`src/rtl/agu_pkg.sv`:
```
package agu_pkg;
  typedef enum logic [1:0] {
    AM_LINEAR = 2'd0,
    AM_CIRC   = 2'd1,
    AM_BITREV = 2'd2,
    AM_RSVD   = 2'd3
  } agu_mode_e;

  typedef enum logic [1:0] {
    RS_PTR  = 2'd0,
    RS_STEP = 2'd1,
    RS_BASE = 2'd2,
    RS_LEN  = 2'd3
  } agu_reg_e;
endpackage

```
`src/rtl/agu_regs.sv`:
```
module agu_regs #(
  parameter int AW = 16
) (
  input  logic          clk,
  input  logic          rst_n,
  input  logic          wr_en,
  input  logic [1:0]    wr_sel,
  input  logic [AW-1:0] wr_data,
  input  logic          adv,
  input  logic [AW-1:0] adv_ptr,
  output logic [AW-1:0] ptr_q,
  output logic [AW-1:0] step_q,
  output logic [AW-1:0] base_q,
  output logic [AW-1:0] len_q
);
  import agu_pkg::*;

  // pointer: a software write has priority over the hardware advance
  always_ff @(posedge clk or negedge rst_n) begin
    if (!rst_n) begin
      ptr_q <= '0;
    end else if (wr_en && agu_reg_e'(wr_sel) == RS_PTR) begin
      ptr_q <= wr_data;
    end else if (adv) begin
      ptr_q <= adv_ptr;
    end
  end

  always_ff @(posedge clk or negedge rst_n) begin
    if (!rst_n) begin
      step_q <= '0;
      base_q <= '0;
      len_q  <= '0;
    end else if (wr_en) begin
      case (agu_reg_e'(wr_sel))
        RS_STEP: step_q <= wr_data;
        RS_BASE: base_q <= wr_data;
        RS_LEN:  len_q  <= wr_data;
        default: ;
      endcase
    end
  end
endmodule

```
`src/rtl/agu_circ.sv`:
```
module agu_circ #(
  parameter int AW = 16
) (
  input  logic [AW-1:0] ptr,
  input  logic [AW-1:0] step,
  input  logic [AW-1:0] base,
  input  logic [AW-1:0] len,
  output logic [AW-1:0] nxt,
  output logic          bad
);
  localparam int EW = AW + 2;

  logic signed [EW-1:0] p_x, s_x, b_x, l_x, lim_x, sum_x, mag_x, res_x;

  always_comb begin
    p_x   = signed'({2'b00, ptr});
    b_x   = signed'({2'b00, base});
    l_x   = signed'({2'b00, len});
    s_x   = signed'({{2{step[AW-1]}}, step});
    lim_x = b_x + l_x;
    sum_x = p_x + s_x;
    mag_x = s_x[EW-1] ? -s_x : s_x;
    bad   = (mag_x >= l_x);
    if (!s_x[EW-1] && sum_x >= lim_x) begin
      res_x = sum_x - l_x;
    end else if (s_x[EW-1] && sum_x < b_x) begin
      res_x = sum_x + l_x;
    end else begin
      res_x = sum_x;
    end
    nxt = res_x[AW-1:0];
  end
endmodule

```
`src/rtl/agu_bitrev.sv`:
```
module agu_bitrev #(
  parameter int AW = 16,
  parameter int ML = 10,
  parameter int LW = 4
) (
  input  logic [AW-1:0] ptr,
  input  logic [ML-1:0] step_lo,
  input  logic [LW-1:0] lg,
  output logic [AW-1:0] nxt,
  output logic          bad
);
  localparam int HW = AW - ML;

  logic [LW-1:0] kk, shamt;
  logic [ML-1:0] msk, low_in, rev_a, ctr, sum, rev_b, new_low;

  always_comb begin
    bad    = (lg == '0) || (lg > LW'(ML));
    kk     = bad ? LW'(1) : lg;
    shamt  = LW'(ML) - kk;
    msk    = (ML'(1) << kk) - ML'(1);
    low_in = ptr[ML-1:0] & msk;
  end

  // full-width mirror; the shift then aligns the k-bit reversed field
  for (genvar i = 0; i < ML; i++) begin : g_mirror
    assign rev_a[i] = low_in[ML-1-i];
    assign rev_b[i] = sum[ML-1-i];
  end

  always_comb begin
    ctr     = rev_a >> shamt;
    sum     = (ctr + step_lo) & msk;
    new_low = rev_b >> shamt;
    nxt     = (ptr & ~{{HW{1'b0}}, msk}) | {{HW{1'b0}}, new_low};
  end
endmodule

```
`src/rtl/addr_gen_unit.sv`:
```
module addr_gen_unit #(
  parameter int AW     = 16,
  parameter int MAX_LG = 10,
  parameter int LW     = $clog2(MAX_LG + 1)
) (
  input  logic          clk,
  input  logic          rst_n,
  input  logic          cfg_we,
  input  logic [1:0]    cfg_sel,
  input  logic [AW-1:0] cfg_wdata,
  input  logic [1:0]    mode,
  input  logic          pre_mod,
  input  logic [LW-1:0] fft_lg,
  input  logic          upd,
  output logic [AW-1:0] addr,
  output logic          err
);
  import agu_pkg::*;

  logic [AW-1:0] ptr_q, step_q, base_q, len_q;
  logic [AW-1:0] lin_nxt, circ_nxt, rev_nxt, sel_nxt;
  logic          circ_bad, rev_bad, take;

  agu_regs #(.AW(AW)) u_regs (
    .clk     (clk),
    .rst_n   (rst_n),
    .wr_en   (cfg_we),
    .wr_sel  (cfg_sel),
    .wr_data (cfg_wdata),
    .adv     (take),
    .adv_ptr (sel_nxt),
    .ptr_q   (ptr_q),
    .step_q  (step_q),
    .base_q  (base_q),
    .len_q   (len_q)
  );

  agu_circ #(.AW(AW)) u_circ (
    .ptr  (ptr_q),
    .step (step_q),
    .base (base_q),
    .len  (len_q),
    .nxt  (circ_nxt),
    .bad  (circ_bad)
  );

  agu_bitrev #(.AW(AW), .ML(MAX_LG), .LW(LW)) u_rev (
    .ptr     (ptr_q),
    .step_lo (step_q[MAX_LG-1:0]),
    .lg      (fft_lg),
    .nxt     (rev_nxt),
    .bad     (rev_bad)
  );

  assign lin_nxt = ptr_q + step_q;

  always_comb begin
    case (agu_mode_e'(mode))
      AM_LINEAR: begin sel_nxt = lin_nxt;  err = 1'b0;     end
      AM_CIRC:   begin sel_nxt = circ_nxt; err = circ_bad; end
      AM_BITREV: begin sel_nxt = rev_nxt;  err = rev_bad;  end
      default:   begin sel_nxt = ptr_q;    err = 1'b1;     end
    endcase
    take = upd && !err;
    addr = (take && pre_mod) ? sel_nxt : ptr_q;
  end
endmodule

```
`config.mk`:
```
export PLATFORM = sky130hd
export DESIGN_NAME = addr_gen_unit
export DESIGN_NICKNAME = d
export VERILOG_FILES = /design/src/rtl/agu_pkg.sv /design/src/rtl/agu_regs.sv /design/src/rtl/agu_circ.sv /design/src/rtl/agu_bitrev.sv /design/src/rtl/addr_gen_unit.sv
export SDC_FILE = /design/constraint.sdc
export NUM_CORES = 1
export LEC_CHECK = 0
export ABC_AREA = 1
export BUFFER_PORTS_ARGS = -buffer_cell sky130_fd_sc_hd__buf_4
export CAP_MARGIN = 5
export CORE_ASPECT_RATIO = 0.75
export CORE_MARGIN = 2
export CORE_UTILIZATION = 55
export DETAILED_ROUTE_END_ITERATION = 16
export HOLD_SLACK_MARGIN = 0.08
export PLACE_DENSITY = 0.72
export SYNTH_ARGS = -nofsm -noshare
export SYNTH_HDL_FRONTEND = slang
export SYNTH_HIERARCHICAL = 1
export SYNTH_SLANG_ARGS = --single-unit
```
`constraint.sdc`:
```
create_clock -name clk -period 12.2 [get_ports clk]
set_input_delay 1.22 -clock clk [delete_from_list [all_inputs] [get_ports clk]]
set_output_delay 1.22 -clock clk [all_outputs]
set_load 0.01 [all_outputs]
```
==> impl_metrics.yaml, run 1 <==
outcome:
  status: "finished, final reports clean"
layout:
  fin_nets: 1961
  drive_above_1_share: 0.09136
  fillers: 2036
  area_delta_synth_final_pct: 5.503
  num_antenna_cells: 0
  multi_input_area_um2: 8180
  seqCellArea_um2: 1602
clock_tree:
  post_cts_resized: 0
  cts_tree: "built"
  ctsHoldBuffers: 0
  cts_setup_buffers: 0
  root_buffer: "clkbuf_16"
  cts.path.max_buffers: 2
  htreeDepth: 3
  cts_sinks: 64
  clk_pin_slew_ns: 0.06
  clkLatencyLatePin_ns: 0.34
  numCtsBuffers: 9
worst_setup_path:
  r2r_slack_ns: 7.04
  cp-start-kind: "input port"
  worstSetupEndpoint: "addr[1]"
  reg2reg_from: "u_regs/step_q[7]"
  critPathLaunch: "fft_lg[2]"
  reg2regPathDepth: 34
  timing.rr.end: "u_regs/ptr_q[9]"
  cp_max_fo: 24
  cp_common_cell: "nand2_1"
  worst_ep_required_time_ns: 10.98
  end_kind: "output pin"
  cp_slowest_cell: "inv_2"
  arrival_ns: 6.63
  path_class: "in2out"
  slowest_delay_ns: 0.49
timing:
  rsz0062_at_grt: "false"
  fin_setup_tns_ns: 0
  period_share: 0.6438
  maxSlewHeadroom: 0.4128
  hold_ws_ns: 0.5242
  clock_skew_ns: 0.01254
  hold_viol: 0
  worstMarginPinSlew_ns: 0.8808
  min_period_ns: 7.854
  fmax_mhz: 127.3
  slew_violations: 0
  setup_violations: 0
synth:
  ys_ff_latch: 64
  syn_area_um2: 11160
  synth_warnings: 6
  syn_inst: 1788
  synth_area_per_cell_um2: 6.243
  syn-num-nets: 1959
  synthArstFlopShare: 1.000
  ys.flop_type: "dfrtp_1"
  yosysUniqueCellTypes: 58
  synth_seq_area_share: 0.1435
  synth_edf_count: 0
die:
  die_y_um: 127.4
  io_pins: 46
  start_util: 0.5569
  die_w_um: 168.5
  core_um2: 20040
  dieArea_um2: 21460
  std_cell_rows: 45
routing:
  vias: 11721
  avgViaCountPerCell: 5.709
  drt_first_iter_violations: 1256
  firstDrtPassIters: 5
  ant_nets: 0
  wl_per_cell_um: 17.43
  wl_um: 35780
  drc: 0
global_route:
  track_usage: 0.3354
  grt_pass1_vias: 10314
  antenna_found_initial: 0
  grt_max_degree: 65
  grt_overflow: 0
  grt_pass1_wl_um: 56850
placed_design:
  place_congestion: 0.9598
  hpwl_um: 29010
  numPortBuffers: 45
job:
  maxCapViolations: 0
power:
  ir_worst_vdd_v: 0.0002051
  p_leak_nw: 6.667
  powerDensity_nw_per_um2: 279.0
worst_hold_path:
  holdCritPathClass: "reg2reg"
## cells in the final DEF (no fill, tap or decap), types with 3 or more instances in the layout
cell type	instances
nand2_1	588
o21ai_2	26
nor2_2	10
o31ai_1	4
o21ai_1	32
inv_1	246
o21bai_1	11
buf_4	47
xnor2_1	20
nand4_1	24
a21oi_2	3
nand2_4	7
o21a_1	3
a21oi_1	88
nor3_1	16
ha_1	136
bufinv_16	3
nand3b_1	8
a21o_1	8
o211ai_1	7
inv_2	11
nand3_2	10
nand2_2	15
nand3_1	181
and2_1	3
o21ai_0	37
o2111ai_1	4
xor2_1	48
nor2_4	5
a31oi_1	3
a211oi_1	3
nor2_1	72
or2_0	3
clkbuf_16	9
dfrtp_1	64
fa_1	6
a22o_1	7
## worst min-delay path by stage
stage                                 start                end  depth (start not counted)
after floorplan            u_regs/base_q[0]   u_regs/base_q[0]                          2
after global placement     u_regs/base_q[7]   u_regs/base_q[7]                          2
after detailed placement   u_regs/base_q[7]   u_regs/base_q[7]                          2
after CTS                  u_regs/base_q[7]   u_regs/base_q[7]                          2
after global routing       u_regs/base_q[7]   u_regs/base_q[7]                          2
final                     u_regs/base_q[10]  u_regs/base_q[10]                          2
## metal layers
metal  vias to the layer above  routed length (µm)  global-route usage  part of all wire
met5                         -                   0                   0                 0
met4                         0                 601             0.05933             0.017
met3                        50                3304             0.05019             0.092
met2                       502               14410              0.4892              0.40
met1                      5374               17470              0.5236              0.49
li1                       5795                   -                   -                 -
## power breakdown
group / total [W] / switching (W) / internal (W)
logic: 0.00260 / 0.00167 / 0.000927
registers: 0.000376 / 0.000115 / 0.000261
clock network: 0.000309 / 0.000109 / 0.000200
total: 0.00329 / 0.00190 / 0.00139
## worst max-delay path: cells and delay by family
family                   cells  cell delay, ns
AND/OR/NAND/NOR             23            2.57
XOR/XNOR                     1            0.24
AO/OA/AOI/OAI                4            0.55
buffers and inverters        5            0.99
adder cells (fa/ha/maj)      3            1.05
## cells in the mapped netlist, types with 5 or more instances
cell | n | area [µm²]
nand2_4 | 7 | 78.83
fa_1 | 6 | 120.1
clkbuf_1 | 10 | 37.54
o211ai_1 | 7 | 52.55
ha_1 | 136 | 1702
dfrtp_1 | 64 | 1602
inv_1 | 246 | 923.4
nor2_2 | 10 | 62.56
nand4_1 | 24 | 150.1
buf_2 | 13 | 65.06
nor2_4 | 5 | 56.30
o21ai_0 | 37 | 185.2
nand2_2 | 15 | 93.84
buf_6 | 15 | 168.9
nand3_2 | 10 | 100.1
inv_2 | 11 | 41.29
o21ai_1 | 32 | 160.2
xor2_1 | 48 | 420.4
nor3_1 | 16 | 80.08
o21ai_2 | 26 | 227.7
a21o_1 | 8 | 60.06
a22o_1 | 7 | 61.31
nand3_1 | 181 | 905.9
nand2_1 | 588 | 2207
o21bai_1 | 11 | 82.58
buf_4 | 12 | 90.09
nand3b_1 | 8 | 60.06
nor2_1 | 72 | 270.3
a21oi_1 | 88 | 440.4
xnor2_1 | 20 | 175.2
## kinds of logic after synthesis
group	synth area share
compound gates	0.1349
flops	0.1435
fa+ha+maj	0.1632
xor+xnor	0.05481
simple gates	0.3798
buf+inv	0.1237
## metrics by stage
| stage | cells | worst slack (ns) | power (W) | util | area, µm² |
|---|---|---|---|---|---|
| after global routing | 2053 | 3.713 | 0.003600 | 0.5876 | 11780 |
| after global placement | 2037 | 4.498 | 0.002850 | 0.5704 | 11430 |
| after CTS | 2053 | 4.416 | 0.003224 | 0.5876 | 11780 |
| after floorplan | 1788 | 5.849 | 0.002268 | - | 11160 |
| final | 2053 | 4.346 | 0.003286 | 0.5876 | 11780 |
| after detailed placement | 2037 | 4.416 | 0.002892 | 0.5704 | 11430 |
## registers in the layout (all words and copies together) (netlist names)
name	count
u_regs/len_q	16
u_regs/ptr_q	16
u_regs/base_q	16
u_regs/step_q	16
## layout make-up
cell class,instances,share of cell area
Sequential cell,64,0.1360
Inverter,259,0.08276
Clock buffer,9,0.01912
Multi-Input combinational cell,1409,0.6946
Clock inverter,7,0.01020
Timing Repair Buffer,47,0.02996
Tap cell,258,0.02741
Note: power is estimated with default switching activity, not from simulation.
==> run 2: changes to the inputs <==
--- a/config.mk
+++ b/config.mk
@@ -5,7 +5,7 @@
 export SDC_FILE = /design/constraint.sdc
 export NUM_CORES = 1
 export LEC_CHECK = 0
-export ABC_AREA = 1
+export ABC_AREA = 0
 export BUFFER_PORTS_ARGS = -buffer_cell sky130_fd_sc_hd__buf_4
 export CAP_MARGIN = 5
 export CORE_ASPECT_RATIO = 0.75
@@ -13,7 +13,7 @@
 export CORE_UTILIZATION = 55
 export DETAILED_ROUTE_END_ITERATION = 16
 export HOLD_SLACK_MARGIN = 0.08
-export PLACE_DENSITY = 0.72
+export PLACE_DENSITY = 0.75
 export SYNTH_ARGS = -nofsm -noshare
 export SYNTH_HDL_FRONTEND = slang
 export SYNTH_HIERARCHICAL = 1
==> constraint.sdc (replaced) <==
create_clock -name clk -period 6.6 [get_ports clk]
set_input_delay 0.66 -clock clk [delete_from_list [all_inputs] [get_ports clk]]
set_output_delay 0.66 -clock clk [all_outputs]
set_load 0.01 [all_outputs]
==> run 2 against run 1 <==
Utilization rose by 6.5 points. First-iteration DRC count fell by 16%. Register-to-register slack got worse by 6.4 ns. Via count fell by 14%. Global-route usage fell by 1.3 points. Critical endpoint is now addr[5].
==> impl_metrics.yaml, run 2 <==
layout:
  fin_nets: 1480
  area_delta_synth_final_pct: 16.71
  final_cell_mix: "buf_4 (138), ha_1 (132), nor2_1 (75)"
  fillers: 1549
  final_common_cell: "buf_4"
  drive_above_1_share: 0.2605
  post-route-util: 0.6530
  num_antenna_cells: 0
worst_setup_path:
  worst_ep_required_time_ns: 5.94
  cp_max_fo: 5
  cp_common_cell: "a21oi_2"
  cp_slowest_cell: "or4_4"
  cp-start-kind: "flip-flop"
  path_class: "reg2out"
  arrival_ns: 5.92
  r2r_slack_ns: 0.64
  end_kind: "output pin"
  slowest_delay_ns: 0.51
synth:
  synth_edf_count: 0
  ys.flop_type: "dfrtp_1"
  syn_area_um2: 10320
  yosysMostFrequentCell: "ha_1"
  syn_inst: 1201
  synth_top_area_frac: 0.1648
  ys_ff_latch: 64
  synth_area_per_cell_um2: 8.597
  synth_top_area_cell: "ha_1"
  synthArstFlopShare: 1.000
  syn-num-nets: 1372
  synth.top_cells.by_count: "ha_1 (136), nor2_1 (76), mux2_2 (75)"
  yosysUniqueCellTypes: 106
  synth_seq_area_share: 0.1551
  synth_warnings: 6
  synthTopCellsByArea: "ha_1 (16%), dfrtp_1 (16%), mux2_2 (8.2%)"
placed_design:
  numPortBuffers: 45
  place_congestion: 1.029
  hpwl_um: 25390
clock_tree:
  cts_sinks: 64
  root_buffer: "clkbuf_16"
  clk_pin_slew_ns: 0.06
  cts.path.max_buffers: 2
  numCtsBuffers: 9
  cts_tree: "built"
  clkLatencyLatePin_ns: 0.35
  htreeDepth: 3
timing:
  setup_violations: 0
  hold_ws_ns: 0.4268
  period_share: 0.9971
  maxSlewHeadroom: 0.2784
  fmax_mhz: 152.0
  slew_violations: 0
  clock_skew_ns: 0.009049
  min_period_ns: 6.581
  rsz0062_at_grt: "true"
  worstMarginPinSlew_ns: 1.082
  hold_viol: 0
die:
  die_y_um: 122.7
  std_cell_rows: 43
  core_um2: 18450
  die_w_um: 162.2
  io_pins: 46
  dieArea_um2: 19900
  start_util: 0.5595
outcome:
  status: "finished, final reports clean"
global_route:
  grt_max_degree: 65
  antenna_found_initial: 0
  grt_pass1_wl_um: 50090
  grt_pass1_vias: 9090
  grt_overflow: 0
  track_usage: 0.3221
routing:
  avgViaCountPerCell: 6.449
  vias: 10060
  wl_um: 32410
  drc: 0
  firstDrtPassIters: 6
  drt_first_iter_violations: 1056
  ant_nets: 0
  wl_per_cell_um: 20.77
worst_hold_path:
  holdCritPathClass: "in2async"
job:
  maxCapViolations: 0
## run 2: cell types whose count changed in the layout (fill, tap and decap cells not counted), moves of 18 or more
cell | before | now
a21oi_1 | 88 | 63
xor2_1 | 48 | 23
mux2_2 | 0 | 73
nand4_1 | 24 | 6
nor2b_1 | 0 | 19
o21ai_1 | 32 | 6
nand3_1 | 181 | 29
buf_4 | 47 | 138
nand2b_1 | 0 | 27
o21ai_2 | 26 | 6
nand2_1 | 588 | 72
a21o_1 | 8 | 37
xnor2_1 | 20 | 42
inv_1 | 246 | 70
## run 2: critical path: cells and delay by family, from the launching register on
kind | cells | cell delay [ns]
compound gates | 14 | 2.54
simple gates | 4 | 0.92
mux | 2 | 0.76
fa+ha+maj | 3 | 0.75
flops | 1 | 0.38
buf+inv | 1 | 0.12
xor+xnor | 1 | 0.09
## run 2: cell families (layout without fill, tap and decap cells)
kind of cell | Yosys count | count (layout) | synth area share
mux | 98 | 98 | 0.1155
buf+inv | 120 | 231 | 0.05332
xor+xnor | 68 | 68 | 0.05914
fa+ha+maj | 142 | 142 | 0.1764
simple gates | 320 | 320 | 0.1577
compound gates | 389 | 390 | 0.2828
flops | 64 | 64 | 0.1551
## run 2: cell type report
type                    count  area, µm²  area share
well taps                 247      309.0     0.02565
clock buffers              11      242.7     0.02014
inverters                  73      276.5     0.02295
repair buffers            143       1092     0.09065
clock inverters             4      45.04    0.003738
multi-input cells        1018       8483      0.7040
flip-flops and latches     64       1602      0.1329
## run 2: path summary, 6_finish.rpt
check / start / to / depth (start not counted)
worst min-delay path: rst_n / u_regs/step_q[15] / 1
max in group asynchronous: rst_n / u_regs/len_q[1] / 1
worst min register to register: u_regs/base_q[0] / u_regs/base_q[0] / 1
min in group clk: u_regs/base_q[0] / u_regs/base_q[0] / 1
worst max-delay path: u_regs/base_q[0] / addr[5] / 25
worst max register to register: u_regs/base_q[0] / u_regs/ptr_q[3] / 31
## run 2: routing by layer
layer,vias up,GRT usage,share of wire
li1,4761,-,-
met1,4765,0.4914,0.48
met2,494,0.4606,0.41
met3,40,0.07165,0.098
met4,0,0.06582,0.017
met5,-,0,0
## run 2: stage by stage
stage	TNS (ns)	std cells	worst slack [ns]	area, µm²
2_1_floorplan	0	1201	0.3784	10320
3_3_place_gp	0	1532	0.1145	11340
3_5_place_dp	-0.01426	1532	-0.01426	11340
4_1_cts	-0.001956	1553	-0.001956	11720
5_1_grt	-0.8282	1560	-0.1507	12050
6_report	0	1560	0.01910	12050
## run 2: what timing repair did
item / CTS / global route
endpoints found under the setup margin: 16 / 16
gates resized for setup: 14 / 62
buffers inserted: 5 / 7
hold endpoints to repair: 0 / 0
pin swaps: 9 / 25
gates cloned: 1 / 0
hold buffers: 0 / 0
Power of run 2 is not shown: default switching activity piles up to over one toggle a cycle in this logic, so the estimate is an artifact.
==> run 3: changes to the inputs <==
--- a/config.mk
+++ b/config.mk
@@ -11,10 +11,10 @@
 export CORE_ASPECT_RATIO = 0.75
 export CORE_MARGIN = 2
 export CORE_UTILIZATION = 55
+export CTS_CLUSTER_SIZE = 8
 export DETAILED_ROUTE_END_ITERATION = 16
 export HOLD_SLACK_MARGIN = 0.08
-export PLACE_DENSITY = 0.75
+export PLACE_DENSITY = 0.76
 export SYNTH_ARGS = -nofsm -noshare
 export SYNTH_HDL_FRONTEND = slang
-export SYNTH_HIERARCHICAL = 1
 export SYNTH_SLANG_ARGS = --single-unit
==> run 3 against run 2 <==
Sequential share of layout area grew 2.5 points. Worst setup slack gained 0.067 ns. Flip-flop and latch count stayed put. Synthesized area fell by 13%. Die area shrank 13%. Critical endpoint is now addr[2].
==> impl_metrics.yaml, run 3 <==
worst_setup_path:
  crit_buf_inv: 4
  crit_chain: "ha_1 -> fa_1 -> a211oi_2 -> o21ai_1 -> and3_1 -> a211o_1 -> a21o_1 -> a21oi_1 -> xnor2_2 -> ha_1 -> nand4b_1 -> a211oi_2 -> o31a_1 -> a311oi_2 -> buf_4 -> nor2_4 -> buf_4 -> a22oi_1 -> a21oi_1 -> o22ai_1 -> buf_4 -> mux2_2 -> buf_4"
  r2r_slack_ns: 0.94
  reg2regPathDepth: 25
  crit_family: "compound AO/OA/AOI/OAI gates"
  cp_max_fo: 10
  arrival_ns: 5.85
  slowest_delay_ns: 0.48
  worst_ep_required_time_ns: 5.94
  cp_common_cell: "buf_4"
  cp_slowest_cell: "dfrtp_2"
  reg2reg_from: "u_regs.ptr_q[0]"
  timing.rr.end: "u_regs.ptr_q[6]"
  path_class: "reg2out"
  end_kind: "output pin"
  cp-start-kind: "flip-flop"
worst_hold_path:
  holdCritPathClass: "in2async"
routing:
  vias: 9285
  wl_um: 30670
  drt_first_iter_violations: 1292
  wl_per_cell_um: 22.33
  drc: 0
  avgViaCountPerCell: 6.763
  firstDrtPassIters: 6
  ant_nets: 0
timing:
  fin_setup_tns_ns: 0
  setup_violations: 0
  maxSlewHeadroom: 0.2544
  min_period_ns: 6.514
  hold_viol: 0
  period_share: 0.9869
  fmax_mhz: 153.5
  worstMarginPinSlew_ns: 1.116
  clock_skew_ns: 0.007355
  slew_violations: 0
global_route:
  antenna_found_initial: 0
  grt_overflow: 0
  grt_max_degree: 65
  grt_pass1_vias: 8437
  grt_pass1_wl_um: 47270
  track_usage: 0.3544
synth:
  synth_warnings: 0
  synthArstFlopShare: 1.000
  synth.top_cells.by_count: "ha_1 (127), a21oi_1 (82), nand2_1 (77)"
  synth_seq_area_share: 0.1784
  syn_inst: 1092
  synth_edf_count: 0
  synth_top_area_frac: 0.1784
  synthTopCellsByArea: "dfrtp_1 (18%), ha_1 (18%), mux2_2 (7.5%)"
  synth_top_area_cell: "dfrtp_1"
  ys.flop_type: "dfrtp_1"
  syn_area_um2: 8976
  synth_area_per_cell_um2: 8.220
  ys_ff_latch: 64
  yosysUniqueCellTypes: 82
  yosysMostFrequentCell: "ha_1"
  syn-num-nets: 1253
clock_tree:
  ctsHoldBuffers: 0
  cts_tree: "built"
  clk_pin_slew_ns: 0.05
  root_buffer: "clkbuf_16"
  htreeDepth: 3
  numCtsBuffers: 9
  clkLatencyLatePin_ns: 0.34
  cts_sinks: 64
  cts.path.max_buffers: 2
job:
  maxCapViolations: 0
placed_design:
  hpwl_um: 24080
  place_congestion: 1.107
  numPortBuffers: 45
outcome:
  status: "finished, final reports clean"
layout:
  final_common_cell: "ha_1"
  drive_above_1_share: 0.1797
  final_cell_mix: "ha_1 (127), buf_4 (93), a21oi_1 (79)"
  post-route-util: 0.6355
  num_antenna_cells: 0
  area_delta_synth_final_pct: 13.40
  fin_nets: 1320
die:
  std_cell_rows: 40
  die_w_um: 151.5
  start_util: 0.5605
  die_y_um: 114.6
  dieArea_um2: 17370
  core_um2: 16020
  io_pins: 46
run 3: cell count changes after synthesis, moves of 9 or more:
cell,before,now
mux2_2,75,60
ha_1,136,127
mux2_4,11,0
clkbuf_1,18,27
nor3_1,21,30
o21ai_1,2,13
a21oi_1,68,82
run 3: worst max path at each step:
stage | from | to | slack (ns) | cells past startpoint
2_1_floorplan | fft_lg[2] | addr[0] | 0.28 | 27
3_3_place_gp | u_regs.ptr_q[0] | addr[6] | -0.23 | 21
3_5_place_dp | u_regs.base_q[0] | addr[6] | -0.25 | 23
4_1_cts | u_regs.base_q[0] | addr[1] | 0.003 | 25
5_1_grt | fft_lg[2] | addr[0] | -0.0007 | 26
6_report | u_regs.ptr_q[0] | addr[2] | 0.09 | 23
run 3: repair_timing:
action	in CTS	in global routing
pin swaps	3	6
gates cloned	0	1
endpoints found under the setup margin	16	16
buffers inserted	1	6
gates resized for setup	13	17
run 3: final cells by class:
class	instances	area, µm²
Multi-Input combinational cell	925	7084
Fill cell	1422	5837
Sequential cell	64	1603
Timing Repair Buffer	95	714.4
Tap cell	210	262.8
Clock buffer	12	256.5
Inverter	64	240.2
Clock inverter	3	17.52
run 3: worst reg2reg max path, stage by stage (launching register included):
cell and delay, ns:
dfrtp_2 0.48, ha_1 0.28, fa_1 0.46, a211oi_2 0.29
o21ai_1 0.17, and3_1 0.24, a211o_1 0.27, a21o_1 0.19
a21oi_1 0.27, xnor2_2 0.17, ha_1 0.33, nand4b_1 0.14
a211oi_2 0.30, o31a_1 0.21, a311oi_2 0.04, buf_4 0.18
or2_4 0.25, buf_6 0.14, o22a_1 0.16, a211oi_2 0.24
a211oi_2 0.07, buf_4 0.18, buf_4 0.13, buf_4 0.12
mux2i_1 0.15, o21ai_1 0.07
run 3: metrics by stage:
step	instances	setup slack [ns]	cell area (µm²)	hold WS, ns
3_5_place_dp	1350	-0.2512	9724	0.5396
4_1_cts	1366	0.002707	10070	0.4522
6_report	1373	0.08624	10180	0.4168
5_1_grt	1373	-0.0006577	10180	0.5107
2_1_floorplan	1092	0.2770	8976	0.3644
3_3_place_gp	1350	-0.2345	9724	0.5222
run 3: cell families after synthesis:
| logic type | Yosys count | synth area share |
|---|---|---|
| AOI/OAI and AO/OA | 355 | 0.2689 |
| DFF | 64 | 0.1784 |
| adders and majority gates | 132 | 0.1882 |
| buffers and inverters | 103 | 0.04656 |
| xor gates and xnor gates | 59 | 0.05757 |
| and+or+nand+nor | 304 | 0.1682 |
| muxes | 75 | 0.09214 |
run 3: routing by layer:
layer | global-route usage | routed length [µm] | up-vias
met5 | 0 | 0 | -
met4 | 0.05309 | 484 | 0
met3 | 0.09482 | 4483 | 60
met2 | 0.4857 | 11930 | 620
met1 | 0.5581 | 13770 | 4379
li1 | - | - | 4226
Power of run 3 is left out for the same reason.
